**config.mk**
```make
export PLATFORM = sky130hd
export DESIGN_NAME = sense_barrier
export DESIGN_NICKNAME = d
export VERILOG_FILES = /design/src/rtl/sense_barrier_pkg.sv /design/src/rtl/barrier_arrival_filter.sv /design/src/rtl/barrier_episode_counter.sv /design/src/rtl/barrier_size_reg.sv /design/src/rtl/sense_barrier.sv
export SDC_FILE = /design/constraint.sdc
export NUM_CORES = 1
export LEC_CHECK = 0
export BUFFER_PORTS_ARGS = -buffer_cell sky130_fd_sc_hd__buf_2
export CAP_MARGIN = 25
export CORE_MARGIN = 4
export CORE_UTILIZATION = 54
export DETAILED_ROUTE_END_ITERATION = 6
export HOLD_SLACK_MARGIN = 0.03
export PLACE_DENSITY = 0.82
export SLEW_MARGIN = 10
export SYNTH_ARGS = -nofsm -noshare
export SYNTH_HDL_FRONTEND = slang
export SYNTH_SLANG_ARGS = --single-unit
```
**constraint.sdc**
```tcl
create_clock -name clk -period 15.38 [get_ports clk]
set_input_delay 4.614 -clock clk [delete_from_list [all_inputs] [get_ports clk]]
set_output_delay 4.614 -clock clk [all_outputs]
set_load 0.01 [all_outputs]
```
**src/rtl/sense_barrier_pkg.sv**
```systemverilog
// Package: shared types for the sense-reversing barrier.
// Assumes: nothing beyond IEEE 1800-2017 packed types.
package sense_barrier_pkg;

    // Classification of one lane's activity in one cycle.
    typedef enum logic [1:0] {
        ARR_IDLE      = 2'd0,
        ARR_COUNTED   = 2'd1,
        ARR_REPEAT    = 2'd2,
        ARR_BAD_SENSE = 2'd3
    } arrival_kind_e;

    // Decide how a lane's activity is treated this cycle.
    function automatic arrival_kind_e classify_arrival(
        input logic pulse,
        input logic lane_sense,
        input logic shared_sense,
        input logic already_waiting
    );
        if (!pulse)
            return ARR_IDLE;
        else if (lane_sense == shared_sense)
            return ARR_BAD_SENSE;
        else if (already_waiting)
            return ARR_REPEAT;
        else
            return ARR_COUNTED;
    endfunction

endpackage

```
**src/rtl/barrier_arrival_filter.sv**
```systemverilog
// Module: barrier_arrival_filter
// Classifies each lane's arrival against the shared sense and the set of
// lanes already waiting. It keeps the waiting set, produces the number of
// arrivals counted this cycle, and registers the per-lane error pulses.
// Assumes: complete_i is a same-cycle decision that depends on
// counted_o, so the waiting set is updated only at the clock edge.
module barrier_arrival_filter
    import sense_barrier_pkg::*;
#(
    parameter int PARTS = 8,
    parameter int CNT_W = $clog2(PARTS + 1)
) (
    input  logic             clk,
    input  logic             rst_n,
    input  logic [PARTS-1:0] arrive_i,
    input  logic [PARTS-1:0] sense_i,
    input  logic             shared_sense_i,
    input  logic             complete_i,
    output logic [CNT_W-1:0] counted_o,
    output logic [PARTS-1:0] waiting_o,
    output logic [PARTS-1:0] dup_err_o,
    output logic [PARTS-1:0] sense_err_o
);

    logic [PARTS-1:0] waiting_q;
    logic [PARTS-1:0] take_vec;
    logic [PARTS-1:0] repeat_vec;
    logic [PARTS-1:0] badsense_vec;

    // One classifier per lane.
    for (genvar g = 0; g < PARTS; g++) begin : g_lane
        arrival_kind_e kind;

        // Classify this lane's activity for the current cycle.
        always_comb begin
            kind = classify_arrival(arrive_i[g], sense_i[g],
                                    shared_sense_i, waiting_q[g]);
        end

        assign take_vec[g]     = (kind == ARR_COUNTED);
        assign repeat_vec[g]   = (kind == ARR_REPEAT);
        assign badsense_vec[g] = (kind == ARR_BAD_SENSE);
    end

    // Sum the lanes whose arrival counts this cycle.
    always_comb begin
        counted_o = '0;
        for (int i = 0; i < PARTS; i++)
            counted_o = counted_o + CNT_W'(take_vec[i]);
    end

    // Keep the waiting set: add counted lanes, clear it on completion.
    always_ff @(posedge clk) begin
        if (!rst_n)
            waiting_q <= '0;
        else if (complete_i)
            waiting_q <= '0;
        else
            waiting_q <= waiting_q | take_vec;
    end

    // Register the per-lane error pulses for one cycle.
    always_ff @(posedge clk) begin
        if (!rst_n) begin
            dup_err_o   <= '0;
            sense_err_o <= '0;
        end else begin
            dup_err_o   <= repeat_vec;
            sense_err_o <= badsense_vec;
        end
    end

    assign waiting_o = waiting_q;

endmodule

```
**src/rtl/barrier_episode_counter.sv**
```systemverilog
// Module: barrier_episode_counter
// Holds the shared arrival counter and the shared sense bit. It detects
// completion when the counter plus this cycle's counted arrivals reaches
// the group size. In that cycle the counter reloads to zero and the sense
// inverts.
// Assumes: size_i is never zero; counted_i never exceeds the lane count.
module barrier_episode_counter #(
    parameter int CNT_W = 4
) (
    input  logic             clk,
    input  logic             rst_n,
    input  logic [CNT_W-1:0] counted_i,
    input  logic [CNT_W-1:0] size_i,
    output logic             complete_o,
    output logic             idle_o,
    output logic [CNT_W-1:0] count_o,
    output logic             shared_sense_o,
    output logic             done_o
);

    localparam int SUM_W = CNT_W + 1;

    logic [CNT_W-1:0] count_q;
    logic             sense_q;
    logic [SUM_W-1:0] next_total;

    // Running total if this cycle's arrivals were added.
    always_comb begin
        next_total = SUM_W'(count_q) + SUM_W'(counted_i);
    end

    assign complete_o = (counted_i != '0) && (next_total >= SUM_W'(size_i));
    assign idle_o     = (count_q == '0) && (counted_i == '0);

    // Advance the counter, reloading it to zero on completion.
    always_ff @(posedge clk) begin
        if (!rst_n)
            count_q <= '0;
        else if (complete_o)
            count_q <= '0;
        else
            count_q <= next_total[CNT_W-1:0];
    end

    // Invert the shared sense and pulse done on each completion.
    always_ff @(posedge clk) begin
        if (!rst_n) begin
            sense_q <= 1'b0;
            done_o  <= 1'b0;
        end else begin
            sense_q <= sense_q ^ complete_o;
            done_o  <= complete_o;
        end
    end

    assign count_o        = count_q;
    assign shared_sense_o = sense_q;

endmodule

```
**src/rtl/barrier_size_reg.sv**
```systemverilog
// Module: barrier_size_reg
// Holds the group size in force. A legal write applies at once when no
// episode is open, or in the completing cycle. Any other legal write is
// parked and installed at the next completion, and the latest write wins.
// Illegal values (zero or above PARTS) are dropped.
// Assumes: complete_i and idle_i are never both high.
module barrier_size_reg #(
    parameter int PARTS       = 8,
    parameter int CNT_W       = $clog2(PARTS + 1),
    parameter int RESET_PARTS = PARTS
) (
    input  logic             clk,
    input  logic             rst_n,
    input  logic             wr_i,
    input  logic [CNT_W-1:0] val_i,
    input  logic             complete_i,
    input  logic             idle_i,
    output logic [CNT_W-1:0] size_o,
    output logic             pending_o
);

    localparam logic [CNT_W-1:0] MAX_SIZE   = CNT_W'(PARTS);
    localparam logic [CNT_W-1:0] RESET_SIZE = CNT_W'(RESET_PARTS);

    logic             legal;
    logic [CNT_W-1:0] size_q;
    logic [CNT_W-1:0] parked_q;
    logic             parked_vld_q;

    // A write is legal only for sizes 1..PARTS.
    always_comb begin
        legal = wr_i && (val_i != '0) && (val_i <= MAX_SIZE);
    end

    // Apply, park or install the group size.
    always_ff @(posedge clk) begin
        if (!rst_n) begin
            size_q       <= RESET_SIZE;
            parked_q     <= RESET_SIZE;
            parked_vld_q <= 1'b0;
        end else if (legal && (complete_i || idle_i)) begin
            size_q       <= val_i;
            parked_vld_q <= 1'b0;
        end else if (legal) begin
            parked_q     <= val_i;
            parked_vld_q <= 1'b1;
        end else if (complete_i && parked_vld_q) begin
            size_q       <= parked_q;
            parked_vld_q <= 1'b0;
        end
    end

    assign size_o    = size_q;
    assign pending_o = parked_vld_q;

endmodule

```
**src/rtl/sense_barrier.sv**
```systemverilog
// Module: sense_barrier (top)
// Centralized barrier for up to PARTS lanes. One shared counter and one
// shared sense bit serve every episode. Lanes enter by pulsing arrive_i
// with their inverted private sense, and they are released when
// global_sense_o equals that sense.
// Assumes: RESET_PARTS is within 1..PARTS.
module sense_barrier #(
    parameter int PARTS       = 8,
    parameter int RESET_PARTS = PARTS,
    parameter int CNT_W       = $clog2(PARTS + 1)
) (
    input  logic             clk,
    input  logic             rst_n,
    input  logic [PARTS-1:0] arrive_i,
    input  logic [PARTS-1:0] sense_i,
    input  logic             cfg_wr_i,
    input  logic [CNT_W-1:0] cfg_size_i,
    output logic             global_sense_o,
    output logic             done_o,
    output logic [CNT_W-1:0] arrive_count_o,
    output logic [CNT_W-1:0] size_o,
    output logic             cfg_pending_o,
    output logic [PARTS-1:0] waiting_o,
    output logic [PARTS-1:0] dup_err_o,
    output logic [PARTS-1:0] sense_err_o
);

    logic [CNT_W-1:0] counted;
    logic             complete;
    logic             idle;

    barrier_arrival_filter #(
        .PARTS (PARTS),
        .CNT_W (CNT_W)
    ) u_filter (
        .clk            (clk),
        .rst_n          (rst_n),
        .arrive_i       (arrive_i),
        .sense_i        (sense_i),
        .shared_sense_i (global_sense_o),
        .complete_i     (complete),
        .counted_o      (counted),
        .waiting_o      (waiting_o),
        .dup_err_o      (dup_err_o),
        .sense_err_o    (sense_err_o)
    );

    barrier_episode_counter #(
        .CNT_W (CNT_W)
    ) u_counter (
        .clk            (clk),
        .rst_n          (rst_n),
        .counted_i      (counted),
        .size_i         (size_o),
        .complete_o     (complete),
        .idle_o         (idle),
        .count_o        (arrive_count_o),
        .shared_sense_o (global_sense_o),
        .done_o         (done_o)
    );

    barrier_size_reg #(
        .PARTS       (PARTS),
        .CNT_W       (CNT_W),
        .RESET_PARTS (RESET_PARTS)
    ) u_size (
        .clk        (clk),
        .rst_n      (rst_n),
        .wr_i       (cfg_wr_i),
        .val_i      (cfg_size_i),
        .complete_i (complete),
        .idle_i     (idle),
        .size_o     (size_o),
        .pending_o  (cfg_pending_o)
    );

endmodule

```
==> metrics.txt <==
# TYPE chip_impl_metric gauge
chip_impl_metric{name="syn_inst",unit=""} 194
chip_impl_metric{name="finalNonFillerCells",unit=""} 300
chip_impl_metric{name="comb_power_share",unit=""} 0.637
chip_impl_info{name="worst_path_dominant_cell_family",value="adder cells"} 1
chip_impl_metric{name="die_h",unit="µm"} 66.1
chip_impl_metric{name="critPathArrivalTime",unit="ns"} 9.80
chip_impl_metric{name="worstSkewPairLatency",unit="ns"} 0.36
chip_impl_metric{name="ant_diodes",unit=""} 0
chip_impl_metric{name="synth-adder-area-share",unit=""} 0.130
chip_impl_metric{name="setup-violations-final",unit=""} 0
chip_impl_metric{name="syn-mean-instance-area",unit="µm²"} 9.40
chip_impl_info{name="final_cell_mix",value="57 x buf_2, 39 x dfxtp_1, 22 x nor2_1, 20 x nand2_1, 19 x inv_1"} 1
chip_impl_metric{name="post_synth_mux_area_share",unit=""} 0.0439
chip_impl_metric{name="numPortBuffers",unit=""} 57
chip_impl_metric{name="drive_gt1_frac",unit=""} 0.285
chip_impl_info{name="commonest_non_fill_non_tap_cell_in_the_layout",value="buf_2"} 1
chip_impl_metric{name="ys_ff_latch",unit=""} 39
chip_impl_info{name="synth.area.top_cells",value="dfxtp_1 43%, ha_1 7.5%, fa_1 5.5%"} 1
chip_impl_metric{name="synth.net_count",unit=""} 233
chip_impl_metric{name="worstPathBufferInverterCount",unit=""} 6
chip_impl_metric{name="grt_util_met3",unit=""} 0.0595
chip_impl_info{name="grt_setup_unrepaired",value="no"} 1
chip_impl_metric{name="design.die.area",unit="µm²"} 4370
chip_impl_metric{name="post_cts_resize_count",unit=""} 0
chip_impl_metric{name="drt.antenna.violating_nets",unit=""} 0
chip_impl_metric{name="synth_sequential_area_ratio",unit=""} 0.428
chip_impl_metric{name="vias",unit=""} 1448
chip_impl_metric{name="switchingPower",unit="µW"} 261
chip_impl_metric{name="place.detailed.instances",unit=""} 292
chip_impl_metric{name="cts_num_sinks",unit=""} 39
chip_impl_metric{name="hpwl",unit="µm"} 2800
chip_impl_metric{name="synth-simple-area-share",unit=""} 0.177
chip_impl_metric{name="top_level_ports",unit=""} 58
chip_impl_info{name="synth_top_cell_by_area",value="dfxtp_1"} 1
chip_impl_metric{name="synth.lib_cells_used.distinct",unit=""} 35
chip_impl_info{name="worstSetupStartpointType",value="input pin"} 1
chip_impl_metric{name="timing_hold_violations_final",unit=""} 0
chip_impl_metric{name="groute.layer.met1.usage",unit=""} 0.225
chip_impl_info{name="combinational_family_with_the_most_area_after_synthesis",value="simple AND/OR/NAND/NOR gates"} 1
chip_impl_info{name="worst-setup-path-type",value="in2reg"} 1
chip_impl_metric{name="synthToLayoutAreaGrowth",unit="%"} 21.1
chip_impl_metric{name="cts_hold_buffers",unit=""} 0
chip_impl_metric{name="clk_pin_slew",unit="ns"} 0.12
chip_impl_metric{name="die-width",unit="µm"} 66.1
chip_impl_metric{name="drt_iter0_markers",unit=""} 62
chip_impl_info{name="ctsRootBufferMaster",value="clkbuf_4"} 1
chip_impl_metric{name="clock_path_buffers",unit=""} 2
chip_impl_metric{name="first_pass_grt_wire_length",unit="µm"} 5690
chip_impl_info{name="critical-path-slowest-cell",value="fa_1"} 1
chip_impl_metric{name="overflow",unit=""} 0
chip_impl_metric{name="regToRegSetupSlack",unit="ns"} 9.50
chip_impl_metric{name="routedWlPerCell",unit="µm"} 11.8
chip_impl_metric{name="critical_path_cell_count",unit=""} 22
chip_impl_metric{name="power_density",unit="nW/µm²"} 253
chip_impl_metric{name="worst_slew_margin_relative_to_its_limit",unit=""} 0.577
chip_impl_metric{name="ys_warn_count",unit=""} 0
chip_impl_metric{name="htree_num_levels",unit=""} 2
chip_impl_info{name="critical_path.endpoint_type",value="flip-flop"} 1
chip_impl_info{name="timing.hold.worst.class",value="reg2reg"} 1
chip_impl_metric{name="holdPathStages",unit=""} 2
chip_impl_metric{name="drc",unit=""} 0
chip_impl_metric{name="cell_internal_pwr",unit="µW"} 299
chip_impl_metric{name="cap_violations",unit=""} 0
chip_impl_metric{name="finish.net_count",unit=""} 294
chip_impl_metric{name="timing.critical_path.slowest_cell_delay",unit="ns"} 0.55
chip_impl_metric{name="ir_worst_vdd",unit="V"} 0.000111
chip_impl_metric{name="whs",unit="ns"} 0.472
chip_impl_metric{name="cts.repair_timing.setup_buffer_count",unit=""} 0
chip_impl_metric{name="netlist.area_leader.share",unit=""} 0.428
chip_impl_metric{name="pwr-share-seq",unit=""} 0.272
chip_impl_metric{name="placedInstanceArea",unit="µm²"} 2160
chip_impl_metric{name="finalPower",unit="µW"} 559
chip_impl_metric{name="fp-row-count",unit=""} 20
chip_impl_metric{name="timing.final.crit_period",unit="ns"} 9.52
chip_impl_metric{name="critical_path_peak_fanout",unit=""} 7
chip_impl_metric{name="sw_frac_of_total",unit=""} 0.466
chip_impl_metric{name="routed_wirelength",unit="µm"} 3550
chip_impl_metric{name="max_slew.worst_pin.slew",unit="ns"} 0.629
chip_impl_metric{name="synthesis.area",unit="µm²"} 1820
chip_impl_info{name="status",value="finished, final reports clean"} 1
chip_impl_metric{name="timing.reg2reg.worst_path_depth",unit=""} 21
chip_impl_info{name="global_route.peak_usage_layer",value="met2"} 1
chip_impl_metric{name="starting_utilization_of_the_core_area",unit=""} 0.579
chip_impl_metric{name="layout_worst_path_cycle_share",unit=""} 0.619
chip_impl_metric{name="grt_start_max_net_pins",unit=""} 18
chip_impl_metric{name="skew",unit="ns"} 0.0126
chip_impl_metric{name="grt_pass1_vias",unit=""} 1275
chip_impl_metric{name="critical_path_required",unit="ns"} 15.67
chip_impl_metric{name="synth_xor_area_frac",unit=""} 0.0576
chip_impl_info{name="worst_path_cell_chain",value="buf_2, xor2_1, nand2_1, nor2_1, ha_1, inv_1, fa_1, fa_1, inv_1, fa_1, inv_1, fa_1, inv_1, ha_1, a21o_1, a21oi_1, xnor2_1, ha_1, a2111oi_4, o21ai_0, buf_4, a21oi_1"} 1
chip_impl_metric{name="grtUsageTotal",unit=""} 0.176
chip_impl_metric{name="routed_via_density",unit=""} 4.83
chip_impl_metric{name="dr.pass1.iters",unit=""} 4
chip_impl_metric{name="complex_gate_fraction_of_the_synthesized_area",unit=""} 0.111
chip_impl_metric{name="fmax",unit="GHz"} 0.105
chip_impl_metric{name="place.gp.congestion",unit=""} 0.856
chip_impl_metric{name="global_route.usage.met2",unit=""} 0.265
chip_impl_metric{name="clock_power_share",unit=""} 0.092
chip_impl_info{name="tritoncts",value="yes"} 1
chip_impl_metric{name="numCtsBuffers",unit=""} 5
chip_impl_metric{name="finalSetupTns",unit="ns"} 0
chip_impl_metric{name="maxSlewViolCount",unit=""} 0
chip_impl_metric{name="cellLeakagePower",unit="µW"} 0.00113
chip_impl_metric{name="final_design_area_no_fill",unit="µm²"} 2210
chip_impl_metric{name="floorplan.core_area",unit="µm²"} 3150
chip_impl_metric{name="grt_antenna_before_repair",unit=""} 0
## Yosys cell counts
master and instances:
o31ai_1 1, nor4_1 1, o21ai_2 1, or2_2 1, and3_1 1, or2b_1 1
nand2_1 20, or4_1 1, inv_2 1, ha_1 11, o211ai_2 1, buf_2 1
a31oi_1 1, nand3_1 4, mux2i_1 8, xnor2_1 3, nor2_1 22, xor2_1 9
a211oi_1 2, clkbuf_1 2, o21ai_0 3, fa_1 5, inv_1 19, buf_1 1
nor3b_1 2, nor3_1 8, dfxtp_1 39, a21oi_1 11, a211oi_2 1, a21o_1 2
clkinv_1 1, nor2b_1 6, nor3b_2 1, a2111oi_4 2, and2_1 1
## path summary, 6_finish.rpt
| kind | from | endpoint |
|---|---|---|
| worst max-delay path | sense_i[1] | u_filter.waiting_o[0] |
| worst min-delay path | u_filter.waiting_o[7] | u_filter.dup_err_o[7] |
| worst max register to register | u_counter.shared_sense_o | u_filter.waiting_o[0] |
| worst min register to register | u_filter.waiting_o[7] | u_filter.dup_err_o[7] |
## layer usage
layer  wire [µm]  part of all wire
met3         198             0.056
met5           0                 0
met1        1700              0.48
met4          66             0.019
met2        1580              0.45
## cell type report
class | count | area, µm²
clock buffer | 6 | 41.3
inverter | 21 | 78.8
tap | 44 | 55.1
sequential | 39 | 781
clock inverter | 2 | 12.5
timing repair buffer | 58 | 293
fill | 266 | 943
multi-input combinational | 130 | 948
## registers in the layout, summed over array words and instances (netlist names)
| name | flops |
|---|---|
| u_filter.dup_err_o | 8 |
| u_filter.sense_err_o | 8 |
| u_filter.waiting_o | 8 |
| u_counter.count_o | 4 |
| u_size.parked_q | 4 |
| u_size.size_o | 4 |
| u_counter.done_o | 1 |
| u_counter.shared_sense_o | 1 |
| u_size.pending_o | 1 |
## metrics by stage
stage / util / worst slack [ns]
after floorplan: - / 6.02
after global placement: 0.684 / 5.60
after detailed placement: 0.684 / 5.47
after CTS: 0.701 / 5.85
after global routing: 0.701 / 5.53
final: 0.701 / 5.86
## worst min-delay path, delay by kind of cell, from the launching register on
family	cells	cell delay, ns
AND/OR/NAND/NOR	2	0.09
flip-flops	1	0.35
## power groups by stage
stage / registers, µW / clock network [µW] / logic, µW
3_5_place_dp: 155 / 0 / 358
5_1_grt: 157 / 58.2 / 402
2_1_floorplan: 157 / 0 / 276
6_report: 152 / 51.2 / 356
3_3_place_gp: 154 / 0 / 351
4_1_cts: 152 / 52.8 / 360
## cell families (layout without fill, tap and decap cells)
| group | count (synthesis) | count (layout) |
|---|---|---|
| compound gates | 25 | 25 |
| xor+xnor | 12 | 12 |
| fa+ha+maj | 16 | 16 |
| buf+inv | 25 | 87 |
| flops | 39 | 39 |
| mux | 8 | 8 |
| simple gates | 69 | 69 |
Power figures use the tool's default switching activity.
